[config.mk]
export PLATFORM = sky130hd
export DESIGN_NAME = psr_status_reg
export DESIGN_NICKNAME = d
export VERILOG_FILES = /design/src/rtl/psr_pkg.sv /design/src/rtl/psr_sov_sync.sv /design/src/rtl/psr_next.sv /design/src/rtl/psr_push_fmt.sv /design/src/rtl/psr_status_reg.sv
export SDC_FILE = /design/constraint.sdc
export NUM_CORES = 1
export LEC_CHECK = 0
export CORE_MARGIN = 2
export CORE_UTILIZATION = 29
export CTS_CLUSTER_DIAMETER = 100
export DETAILED_ROUTE_END_ITERATION = 12
export HOLD_SLACK_MARGIN = 0.06
export PLACE_DENSITY = 0.79
export SLEW_MARGIN = 20
export SYNTH_ARGS = -nofsm -noshare
export SYNTH_HDL_FRONTEND = slang
export SYNTH_SLANG_ARGS = --single-unit
export TNS_END_PERCENT = 50
[constraint.sdc]
create_clock -name clk -period 1 [get_ports clk]
set_input_delay 0.1 -clock clk [delete_from_list [all_inputs] [get_ports clk]]
set_output_delay 0.1 -clock clk [all_outputs]
set_load 0.005 [all_outputs]
[src/rtl/psr_pkg.sv]
package psr_pkg;

  localparam int unsigned PSR_W = 8;

  typedef enum logic [2:0] {
    OP_NONE  = 3'd0,
    OP_LOAD  = 3'd1,
    OP_ARITH = 3'd2,
    OP_NZC   = 3'd3,
    OP_BTEST = 3'd4
  } op_e;

  typedef enum logic [2:0] {
    CMD_NONE = 3'd0,
    CMD_CLRC = 3'd1,
    CMD_SETC = 3'd2,
    CMD_CLRI = 3'd3,
    CMD_SETI = 3'd4,
    CMD_CLRD = 3'd5,
    CMD_SETD = 3'd6,
    CMD_CLRV = 3'd7
  } cmd_e;

  typedef struct packed {
    logic n;
    logic v;
    logic d;
    logic i;
    logic z;
    logic c;
  } flags_t;

  localparam flags_t FLAGS_RST = '{n: 1'b0, v: 1'b0, d: 1'b0, i: 1'b1, z: 1'b0, c: 1'b0};

  // Zero detect of a result byte.
  function automatic logic is_zero(input logic [PSR_W-1:0] val);
    return (val == '0);
  endfunction

  // Sign of a result byte.
  function automatic logic sign_of(input logic [PSR_W-1:0] val);
    return val[PSR_W-1];
  endfunction

  // Assemble the architectural byte; brk selects the value of bit 4.
  function automatic logic [PSR_W-1:0] pack_byte(input flags_t f, input logic brk);
    return {f.n, f.v, 1'b1, brk, f.d, f.i, f.z, f.c};
  endfunction

  // Pull stored flags out of a byte, ignoring bits 5 and 4.
  function automatic flags_t unpack_byte(input logic [PSR_W-1:0] val);
    flags_t f;
    f.n = val[7];
    f.v = val[6];
    f.d = val[3];
    f.i = val[2];
    f.z = val[1];
    f.c = val[0];
    return f;
  endfunction

endpackage

[src/rtl/psr_sov_sync.sv]
module psr_sov_sync #(
  parameter int unsigned STAGES = 2
) (
  input  logic clk,
  input  logic rst_n,
  input  logic pin_n,
  output logic fall
);
  localparam int unsigned CHAIN = STAGES + 1;

  logic [CHAIN-1:0] chain_q;

  generate
    for (genvar g = 0; g < CHAIN; g++) begin : g_stage
      if (g == 0) begin : g_first
        always_ff @(posedge clk) begin
          if (!rst_n) chain_q[g] <= 1'b1;
          else        chain_q[g] <= pin_n;
        end
      end else begin : g_rest
        always_ff @(posedge clk) begin
          if (!rst_n) chain_q[g] <= 1'b1;
          else        chain_q[g] <= chain_q[g-1];
        end
      end
    end
  endgenerate

  // Older sample high, newer synchronised sample low.
  assign fall = chain_q[CHAIN-1] & ~chain_q[CHAIN-2];
endmodule

[src/rtl/psr_next.sv]
module psr_next
  import psr_pkg::*;
(
  input  flags_t           cur,
  input  logic [2:0]       op_sel,
  input  logic [PSR_W-1:0] res_val,
  input  logic [PSR_W-1:0] opnd_val,
  input  logic             alu_c,
  input  logic             alu_v,
  input  logic [2:0]       cmd_sel,
  input  logic             rest_en,
  input  logic [PSR_W-1:0] rest_val,
  input  logic             int_take,
  input  logic             sov_fall,
  output flags_t           nxt
);
  // Later assignments win: lowest priority source is applied first.
  always_comb begin
    nxt = cur;

    if (sov_fall) nxt.v = 1'b1;

    unique case (op_sel)
      OP_LOAD: begin
        nxt.n = sign_of(res_val);
        nxt.z = is_zero(res_val);
      end
      OP_ARITH: begin
        nxt.n = sign_of(res_val);
        nxt.z = is_zero(res_val);
        nxt.c = alu_c;
        nxt.v = alu_v;
      end
      OP_NZC: begin
        nxt.n = sign_of(res_val);
        nxt.z = is_zero(res_val);
        nxt.c = alu_c;
      end
      OP_BTEST: begin
        nxt.n = opnd_val[7];
        nxt.v = opnd_val[6];
        nxt.z = is_zero(res_val);
      end
      default: ;
    endcase

    unique case (cmd_sel)
      CMD_CLRC: nxt.c = 1'b0;
      CMD_SETC: nxt.c = 1'b1;
      CMD_CLRI: nxt.i = 1'b0;
      CMD_SETI: nxt.i = 1'b1;
      CMD_CLRD: nxt.d = 1'b0;
      CMD_SETD: nxt.d = 1'b1;
      CMD_CLRV: nxt.v = 1'b0;
      default: ;
    endcase

    if (int_take) nxt.i = 1'b1;

    if (rest_en) nxt = unpack_byte(rest_val);
  end
endmodule

[src/rtl/psr_push_fmt.sv]
module psr_push_fmt
  import psr_pkg::*;
(
  input  flags_t           flags,
  input  logic             int_hw,
  input  logic             brk_act,
  output logic [PSR_W-1:0] push_byte,
  output logic             hw_push
);
  // Only a pure hardware entry pushes a cleared break bit.
  assign hw_push   = int_hw & ~brk_act;
  assign push_byte = pack_byte(flags, ~hw_push);
endmodule

[src/rtl/psr_status_reg.sv]
module psr_status_reg
  import psr_pkg::*;
#(
  parameter int unsigned SOV_STAGES = 2
) (
  input  logic       clk,
  input  logic       rst_n,
  input  logic [2:0] op_sel,
  input  logic [7:0] res_val,
  input  logic [7:0] opnd_val,
  input  logic       alu_c,
  input  logic       alu_v,
  input  logic [2:0] cmd_sel,
  input  logic       rest_en,
  input  logic [7:0] rest_val,
  input  logic       int_take,
  input  logic       int_hw,
  input  logic       brk_act,
  input  logic       sov_n,
  output logic [7:0] status_out,
  output logic [7:0] push_byte
);
  flags_t flags_q;
  flags_t flags_d;
  logic   sov_fall;
  logic   hw_push;

  psr_sov_sync #(.STAGES(SOV_STAGES)) u_sync (
    .clk   (clk),
    .rst_n (rst_n),
    .pin_n (sov_n),
    .fall  (sov_fall)
  );

  psr_next u_next (
    .cur      (flags_q),
    .op_sel   (op_sel),
    .res_val  (res_val),
    .opnd_val (opnd_val),
    .alu_c    (alu_c),
    .alu_v    (alu_v),
    .cmd_sel  (cmd_sel),
    .rest_en  (rest_en),
    .rest_val (rest_val),
    .int_take (int_take),
    .sov_fall (sov_fall),
    .nxt      (flags_d)
  );

  always_ff @(posedge clk) begin
    if (!rst_n) flags_q <= FLAGS_RST;
    else        flags_q <= flags_d;
  end

  psr_push_fmt u_push (
    .flags     (flags_q),
    .int_hw    (int_hw),
    .brk_act   (brk_act),
    .push_byte (push_byte),
    .hw_push   (hw_push)
  );

  assign status_out = pack_byte(flags_q, 1'b1);
endmodule

Word level (Yosys, flattened, before mapping)
Index checks and enable logic that the tools add are counted.
- flip-flop bits (word level): 9
- input port bits: 39
- output and inout bits: 16
- logic and storage cells: 46
- equality and inequality tests: 11
- mux-type cells: 11
- bitwise logic cells: 5
- reduce and logical (&&, ||, !) cells: 10
- operators with widths (operator ; count):
    $eq 3x3->1 const B ; 5
    $eq 3x2->1 const B ; 4
    $pmux 1 s2 ; 5
    $logic_not 8->1 ; 1
    $reduce_bool 4->1 ; 2
    $eq 3x1->1 const B ; 2
    $mux 6 ; 1
    $reduce_bool 3->1 ; 2
    $mux 1 ; 5
    $reduce_bool 5->1 ; 1
    $reduce_or 4->1 ; 1
    $not 1->1 ; 3
    $reduce_or 3->1 ; 1
    $and 1x1->1 ; 2
    $reduce_bool 2->1 ; 1
    $reduce_or 2->1 ; 1

Longest topological paths before layout
Gate-level depths: netlist (run 1).
- word-level depth: 6
- gate-level depth with buffers: 5
- depth with buffers taken out: 4

Cells and area by module
Synthesis (run 1) repeated with hierarchy kept, for this count alone.
- cell total of the unflattened synthesis: 76
- area total of the unflattened synthesis: 616.8 um2
- modules (own cells, without submodules) (module ; instances ; cells each ; area each (um2) ; seq. area each (um2)):
    psr_next ; 1 ; 44 ; 286.5 ; 0.0
    psr_status_reg ; 1 ; 15 ; 176.4 ; 120.1
    psr_sov_sync ; 1 ; 7 ; 85.1 ; 60.1
    psr_push_fmt ; 1 ; 10 ; 68.8 ; 0.0

Worst setup path before layout (run 1)
Ideal clock, no wire load.
- path kind: register -> register
- start point: reg, netlist name status_out[3]
- end point: reg flags_q, in the netlist status_out[3]
- library setup time: 0.076 ns
- arrival time: 0.816 ns
- required time: 0.924 ns
- slack: 0.109 ns
- stages on the path, launching flop included: 4
- path buffers: 0
- clock period less this slack: 0.891 ns
- cells stage by stage: dfxtp_1 > nand2_1 > a211o_1 > a21boi_0
- RTL lines (item ; RTL line ; text):
    end signal: assignment ; psr_status_reg.sv:52 ; else flags_q <= flags_d;
    end: declaration ; psr_status_reg.sv:23 ; flags_t flags_q;

Final worst setup path (run 1)
- start point: reg flags_q, in the netlist status_out[2]
- end point: out status_out[2]
- RTL lines (item ; RTL line ; text):
    end: declaration ; psr_status_reg.sv:20 ; output logic [7:0] status_out,
No word-level cell between the ends.

==> results of run 1 <==
## power breakdown
part | total (mW) | internal, mW | switching [mW]
Sequential | 0.402 | 0.386 | 0.0155
Clock | 0.282 | 0.148 | 0.134
Combinational | 0.319 | 0.208 | 0.111
Total | 1.00 | 0.742 | 0.260
## layout make-up
class,instances,area share
repair buffers,53,0.467
multi-input cells,53,0.297
flip-flops and latches,9,0.174
well taps,25,0.0291
clock buffers,3,0.0209
inverters,2,0.00698
clock inverters,1,0.00465
## state kept, by name (all words and copies together), names as in the netlist
signal / count
status_out: 6
u_sync.chain_q: 3
## synthesized netlist by cell type, types with 2 or more instances
master / count / area, um2
sky130_fd_sc_hd__clkbuf_1: 2 / 7.51
sky130_fd_sc_hd__nor3_1: 3 / 15.0
sky130_fd_sc_hd__buf_4: 9 / 67.6
sky130_fd_sc_hd__nand2_1: 5 / 18.8
sky130_fd_sc_hd__nand2b_1: 8 / 50.1
sky130_fd_sc_hd__inv_1: 2 / 7.51
sky130_fd_sc_hd__nor3b_1: 2 / 15.0
sky130_fd_sc_hd__o21ai_0: 5 / 25.0
sky130_fd_sc_hd__nor2_1: 4 / 15.0
sky130_fd_sc_hd__a21oi_1: 3 / 15.0
sky130_fd_sc_hd__a31oi_1: 2 / 12.5
sky130_fd_sc_hd__dfxtp_1: 9 / 180
sky130_fd_sc_hd__nand3_1: 4 / 20.0
## worst max-delay path by stage
stage	from	endpoint	slack [ns]	cells after the start
2_1_floorplan	status_out[3]$_SDFFE_PN0P_	status_out[3]$_SDFFE_PN0P_	0.11	3
3_3_place_gp	op_sel[1]	status_out[7]$_SDFFE_PN0P_	-0.40	6
3_5_place_dp	op_sel[2]	status_out[1]$_SDFFE_PN0P_	-0.46	5
4_1_cts	status_out[0]$_SDFFE_PN0P_	push_byte[0]	-0.20	1
5_1_grt	status_out[2]$_SDFFE_PN1P_	push_byte[2]	0.007	1
6_report	status_out[2]$_SDFFE_PN1P_	status_out[2]	0.05	1
## what timing repair did
item / CTS / global route
setup endpoints to repair: 19 / 9
gates resized for setup: 23 / 9
pin swaps: 2 / 2
## layer usage
| layer | track usage | up-vias |
|---|---|---|
| li1 | - | 338 |
| met4 | 0.0486 | 0 |
| met2 | 0.289 | 20 |
| met3 | 0.0444 | 0 |
| met5 | 0 | - |
| met1 | 0.157 | 280 |
## cells by family (layout without fill, tap and decap cells)
kind of cell	count (synthesis)	in the layout	synth area share
compound gates	18	18	0.210
simple gates	30	30	0.285
flops	9	9	0.319
xor+xnor	1	1	0.0155
other cells	1	3	0.00663
buf+inv	13	59	0.146
mux	1	1	0.0177
==> summary.log, run 1 <==
qor: floorplanning.die-height 48.2 um
qor: floorplanning.core_area 1780 um2
qor: routing.routed_length_per_placed_instance 11.9 um
qor: setup_path.critPathBufInv 1
qor: setup_path.rr_startpoint status_out[0]$_SDFFE_PN0P_
qor: global_route.overflow 0
qor: timing.setup_slack 0.0468 ns
qor: cells_and_area.layout.cells.non_filler 146
qor: routing.wire_length_on_met2 982 um
qor: synth.synth_cell_types 28
qor: synth.synth.ff_latch_count 9
qor: routing.detail_route.wirelength.met1 665 um
qor: placement.place.detailed.hpwl 1390 um
qor: timing.max_freq 1.05 GHz
qor: cells_and_area.finalNetCount 161
qor: synth.synthesis.area_per_instance 7.75 um2
qor: setup_path.worst_path_dominant_cell_family flip-flops
qor: global_route.maximum_number_of_pins_on_one_net_before_global_route_repair 11
qor: setup_path.worst_setup_path_end_kind output port
qor: cts.cts_setup_buffers 0
qor: cts.clock_tree_from_tritoncts done
qor: cells_and_area.final_area 1080 um2
qor: routing.route.detailed.vias_per_inst 4.37
qor: run.max_cap_viol_count 0
qor: min_path.timing.hold.worst.class in2reg
qor: min_path.source_of_the_worst_hold_timing_path rest_en
qor: timing.finalMaxSlewViolations 0
qor: cts.cts_sinks 9
qor: routing.drt_iter0_drc 6
qor: pwr.power 1.00 mW
qor: floorplanning.start_util 0.317
qor: global_route.first_global_vias 584
qor: setup_path.cp.required 0.90 ns
qor: synth.asyncSetResetFlopFracSynth 0
qor: floorplanning.die_width 48.2 um
qor: timing.hold_viol 0
qor: pwr.ir_drop 0.805 mV
qor: routing.max_layer_used met3
qor: routing.detail_route.wirelength 1740 um
qor: timing.skew 0.00231 ns
qor: floorplanning.fp-row-count 15
qor: cells_and_area.layout_commonest_cell sky130_fd_sc_hd__clkdlybuf4s50_1
qor: routing.routed-via-count 638
qor: cells_and_area.area.sequential 188 um2
qor: timing.fin_hold_ws 0.249 ns
qor: routing.met3_length 94 um
qor: timing.totalNegativeSetupSlack 0 ns
qor: global_route.grt_util_all_layers 0.152
qor: cells_and_area.synthToLayoutAreaGrowth 90.3%
qor: synth.synth_cells 73
qor: cts.ctsHoldBuffers 0
qor: placement.globalplace.congestion 0.820
qor: synth.synthesis.area 566 um2
qor: min_path.timing.hold.worst_endpoint status_out[2]$_SDFFE_PN1P_
qor: synth.synth_sequential_area_ratio 0.319
qor: pwr.powerDensity 931 nW/um2
qor: setup_path.worstPathArrival 0.85 ns
qor: cells_and_area.drive_above_1_share 0.207
qor: cts.numCtsBuffers 3
qor: synth.postSynth.topFlopCell sky130_fd_sc_hd__dfxtp_1
qor: timing.setup_violations 0
qor: setup_path.critical_path_peak_fanout 4
qor: setup_path.worstSetupStartpointType flop
qor: setup_path.timing.reg2reg.worst_path_depth 3
qor: placement.postPlaceCellArea 1030 um2
qor: timing.final_critical_path_time_including_i_o_delays_and_setup 0.953 ns
qor: cells_and_area.utilization 0.604
qor: routing.drt-pass1-iter-count 4
qor: setup_path.crit_chain dlygate4sd2_1
qor: cells_and_area.diodes 0
qor: setup_path.path_class reg2out
qor: setup_path.r2r_end status_out[0]$_SDFFE_PN0P_
qor: routing.drt_drc_violations_left 0
qor: timing.finalCritPeriodShare 0.953
qor: cells_and_area.multi_input_area 319 um2
qor: cts.clock_tree.htree_level_count 1
qor: routing.final_antenna_net_count 0
qor: setup_path.crit_path_max_incr_delay 0.33 ns
qor: placement.pre_cts_slack -0.462 ns
qor: cts.clock-root-buffer sky130_fd_sc_hd__clkbuf_4
qor: cts.cts_max_path_buffers 2
qor: synth.synth-edff-count 0
qor: cts.insertion_delay 0.26 ns
qor: min_path.holdPathStages 3
qor: setup_path.slowest_stage sky130_fd_sc_hd__dfxtp_2
qor: global_route.number_of_antenna_violations_at_the_first_check_in_global_routing 0
qor: floorplanning.top_level_ports 55
qor: run_status.status finished clean
qor: cells_and_area.fillerInstances 168
qor: placement.placedCellCount 142
qor: timing.rsz0062_at_grt no
qor: pwr.p_leak 0.492 nW
qor: synth.ys.warnings.count 0
qor: placement.numPortBuffers 43
qor: setup_path.ff2ff_setup_slack 0.09 ns
qor: global_route.grt_first_pass_wirelength 2420 um
qor: cells_and_area.final_cell_mix sky130_fd_sc_hd__clkdlybuf4s50_1, sky130_fd_sc_hd__dlygate4sd2_1, sky130_fd_sc_hd__buf_4, sky130_fd_sc_hd__nand2b_1, sky130_fd_sc_hd__dfxtp_2
qor: floorplanning.dieArea 2320 um2
qor: cts.clock_slew_seen_by_the_registers_of_the_worst_setup_and_hold_paths 0.06 ns
Power figures use the tool's default switching activity.
==> run 2: changes to the inputs <==
--- a/config.mk
+++ b/config.mk
@@ -6,11 +6,11 @@
 export NUM_CORES = 1
 export LEC_CHECK = 0
 export CORE_MARGIN = 2
-export CORE_UTILIZATION = 29
+export CORE_UTILIZATION = 26
 export CTS_CLUSTER_DIAMETER = 100
 export DETAILED_ROUTE_END_ITERATION = 12
 export HOLD_SLACK_MARGIN = 0.06
-export PLACE_DENSITY = 0.79
+export PLACE_DENSITY = 0.75
 export SLEW_MARGIN = 20
 export SYNTH_ARGS = -nofsm -noshare
 export SYNTH_HDL_FRONTEND = slang
==> constraint.sdc (replaced) <==
create_clock -name clk -period 0.85 [get_ports clk]
set_input_delay 0.085 -clock clk [delete_from_list [all_inputs] [get_ports clk]]
set_output_delay 0.085 -clock clk [all_outputs]
set_load 0.005 [all_outputs]
==> summary.log, run 2 (synthesized netlist as in run 1, its figures left out) <==
qor: timing.setup_slack -0.0331 ns [-0.0800 ns]
qor: cts.clock_tree.htree_level_count 1 [unchanged]
qor: global_route.maximum_number_of_pins_on_one_net_before_global_route_repair 11 [unchanged]
qor: pwr.powerDensity 1120 nW/um2 [+20%]
qor: floorplanning.die_width 50.6 um [+5.1%]
qor: setup_path.critPathLaunch status_out[0]$_SDFFE_PN0P_
qor: cells_and_area.largest_register_ff_count 6 [unchanged]
qor: timing.finalCritPeriodShare 1.04
qor: routing.route.detailed.vias_per_inst 4.54 [+3.8%]
qor: cells_and_area.layout_commonest_cell sky130_fd_sc_hd__clkdlybuf4s50_1
qor: cts.cts_max_path_buffers 2 [unchanged]
qor: timing.hold_viol 0 [unchanged]
qor: timing.skew 0.00502 ns [+0.00271 ns]
qor: routing.routed_length_per_placed_instance 11.6 um [-2.6%]
qor: setup_path.worst_setup_path_end_kind flop
qor: setup_path.critical_path_peak_fanout 3 [-1]
qor: cts.clock_tree_from_tritoncts done
qor: cells_and_area.finalNetCount 164 [+1.9%]
qor: cts.numCtsBuffers 3 [unchanged]
qor: pwr.power 1.19 mW [+18%]
qor: timing.finalMaxSlewViolations 0 [unchanged]
qor: setup_path.count_of_cell_instances_traversed_by_the_critical_path 3 [+2]
qor: cts.ctsHoldBuffers 0 [unchanged]
qor: global_route.first_global_vias 684 [+17%]
qor: timing.totalNegativeSetupSlack -0.0404 ns [-0.0404 ns]
qor: placement.placedCellCount 144 [+1.4%]
qor: setup_path.worst_path_dominant_cell_family simple AND/OR/NAND/NOR gates
qor: setup_path.r2r_end status_out[0]$_SDFFE_PN0P_
qor: min_path.timing.hold.worst.class in2reg
qor: timing.max_freq 1.13 GHz
qor: cts.insertion_delay 0.26 ns [about the same]
qor: setup_path.worstSetupEndpoint status_out[0]$_SDFFE_PN0P_
qor: cells_and_area.final_cell_mix sky130_fd_sc_hd__clkdlybuf4s50_1, sky130_fd_sc_hd__buf_2, sky130_fd_sc_hd__buf_4, sky130_fd_sc_hd__dlygate4sd2_1, sky130_fd_sc_hd__nand2b_1
qor: placement.place.detailed.hpwl 1400 um [+0.49%]
qor: pwr.p_leak 0.474 nW [-3.6%]
qor: floorplanning.core_area 2000 um2 [+12%]
qor: global_route.overflow 0 [unchanged]
qor: cts.clock_slew_seen_by_the_registers_of_the_worst_setup_and_hold_paths 0.07 ns [about the same]
qor: floorplanning.dieArea 2560 um2 [+11%]
qor: cts.cts_sinks 9 [unchanged]
qor: setup_path.critPathBufInv 0 [-1]
qor: routing.final_antenna_net_count 0 [unchanged]
qor: timing.fin_hold_ws 0.184 ns [-0.0649 ns]
qor: setup_path.ff2ff_setup_slack -0.03 ns [-0.12 ns]
qor: setup_path.rr_startpoint status_out[0]$_SDFFE_PN0P_
qor: routing.drt_iter0_drc 10 [+4]
qor: setup_path.cp.required 1.05 ns [+0.15 ns]
qor: cells_and_area.synthToLayoutAreaGrowth 87.6%
qor: floorplanning.start_util 0.282 [-0.0347]
qor: placement.numPortBuffers 43 [unchanged]
qor: setup_path.crit_path_max_incr_delay 0.34 ns [about the same]
qor: cts.clock-root-buffer sky130_fd_sc_hd__clkbuf_4
qor: cells_and_area.fillerInstances 194 [+15%]
qor: placement.globalplace.congestion 0.818 [-0.24%]
qor: global_route.grt_util_all_layers 0.147 [-0.00484]
qor: setup_path.slowest_stage sky130_fd_sc_hd__dfxtp_2
qor: global_route.grt_first_pass_wirelength 2840 um [+18%]
qor: setup_path.timing.reg2reg.worst_path_depth 3 [unchanged]
qor: placement.pre_cts_slack -0.643 ns [-0.181 ns]
qor: cells_and_area.layout.cells.non_filler 151 [+3.4%]
qor: cells_and_area.diodes 0 [unchanged]
qor: floorplanning.die-height 50.6 um [+5.1%]
qor: timing.rsz0062_at_grt yes
qor: setup_path.worstPathArrival 1.09 ns [+0.24 ns]
qor: setup_path.crit_chain mux2i_1 -> or3_1 -> nand3_1
qor: setup_path.worstSetupStartpointType flop
qor: routing.drt-pass1-iter-count 4 [unchanged]
qor: timing.setup_violations 2 [+2]
qor: routing.routed-via-count 685 [+7.4%]
qor: setup_path.path_class reg2reg
qor: routing.detail_route.wirelength 1760 um [+0.69%]
qor: run_status.violations setup timing
qor: floorplanning.top_level_ports 55 [unchanged]
qor: floorplanning.fp-row-count 16 [+1]
qor: run_status.status finished, violations left
qor: routing.drt_drc_violations_left 0 [unchanged]
qor: pwr.ir_drop 0.667 mV [-17%]
qor: cells_and_area.drive_above_1_share 0.395 [+0.189]
qor: timing.final_critical_path_time_including_i_o_delays_and_setup 0.883 ns
qor: global_route.number_of_antenna_violations_at_the_first_check_in_global_routing 0 [unchanged]
qor: run.max_cap_viol_count 0 [unchanged]
-- run 2: cell count changes in the layout (fill, tap and decap cells not counted), sizes merged --
| cell | previous run | this run |
|---|---|---|
| buf | 10 | 25 |
| clkdlybuf4s50 | 24 | 18 |
| dlygate4sd2 | 13 | 8 |
| dlymetal6s2s | 4 | 1 |
| clkbuf | 3 | 5 |
-- run 2: layout make-up --
class / instances / area, um2 / area share
clock inverter: 1 / 5.00 / 0.00472
timing repair buffer: 56 / 455 / 0.429
tap: 27 / 33.8 / 0.0318
clock buffer: 3 / 22.5 / 0.0212
multi-input combinational: 53 / 349 / 0.329
inverter: 2 / 7.51 / 0.00708
sequential: 9 / 188 / 0.177
-- run 2: worst min-delay path by stage --
stage / cells after the start / end / slack, ns / start
after floorplan: 1 / u_sync.chain_q[0]$_SDFF_PN1_ / 0.19 / sov_n
after global placement: 1 / u_sync.chain_q[1]$_SDFF_PN1_ / 0.39 / u_sync.chain_q[0]$_SDFF_PN1_
after detailed placement: 1 / u_sync.chain_q[1]$_SDFF_PN1_ / 0.40 / u_sync.chain_q[0]$_SDFF_PN1_
after CTS: 4 / status_out[1]$_SDFFE_PN0P_ / 0.26 / res_val[2]
after global routing: 4 / status_out[1]$_SDFFE_PN0P_ / 0.24 / res_val[3]
final: 4 / status_out[1]$_SDFFE_PN0P_ / 0.18 / res_val[3]
-- run 2: worst register-to-register path: stages (launching register included) --
cell                      delay [ns]
sky130_fd_sc_hd__dfxtp_2        0.34
sky130_fd_sc_hd__mux2i_1        0.08
sky130_fd_sc_hd__or3_1          0.32
sky130_fd_sc_hd__nand3_1        0.08
-- run 2: stage by stage --
stage,cell area [um2],util
6_report,1060,0.530
5_1_grt,1060,0.530
4_1_cts,1030,0.516
3_5_place_dp,1040,0.519
3_3_place_gp,1040,0.519
2_1_floorplan,576,-
-- run 2: routing by layer --
metal | part of all wire | GRT usage
met1 | 0.37 | 0.152
met2 | 0.55 | 0.268
met3 | 0.059 | 0.0327
met4 | 0.027 | 0.0901
met5 | 0 | 0
-- run 2: timing repair --
action	CTS	global route
gates resized for setup	75	9
endpoints found under the hold margin	0	0
buffers inserted	1	2
setup endpoints to repair	19	7
pin swaps	8	4
-- run 2: power breakdown --
part,internal [mW],switching [mW],leakage (nW)
Combinational,0.237,0.141,0.381
Sequential,0.454,0.0178,0.0759
Clock,0.174,0.163,0.0177
Total,0.865,0.321,0.474
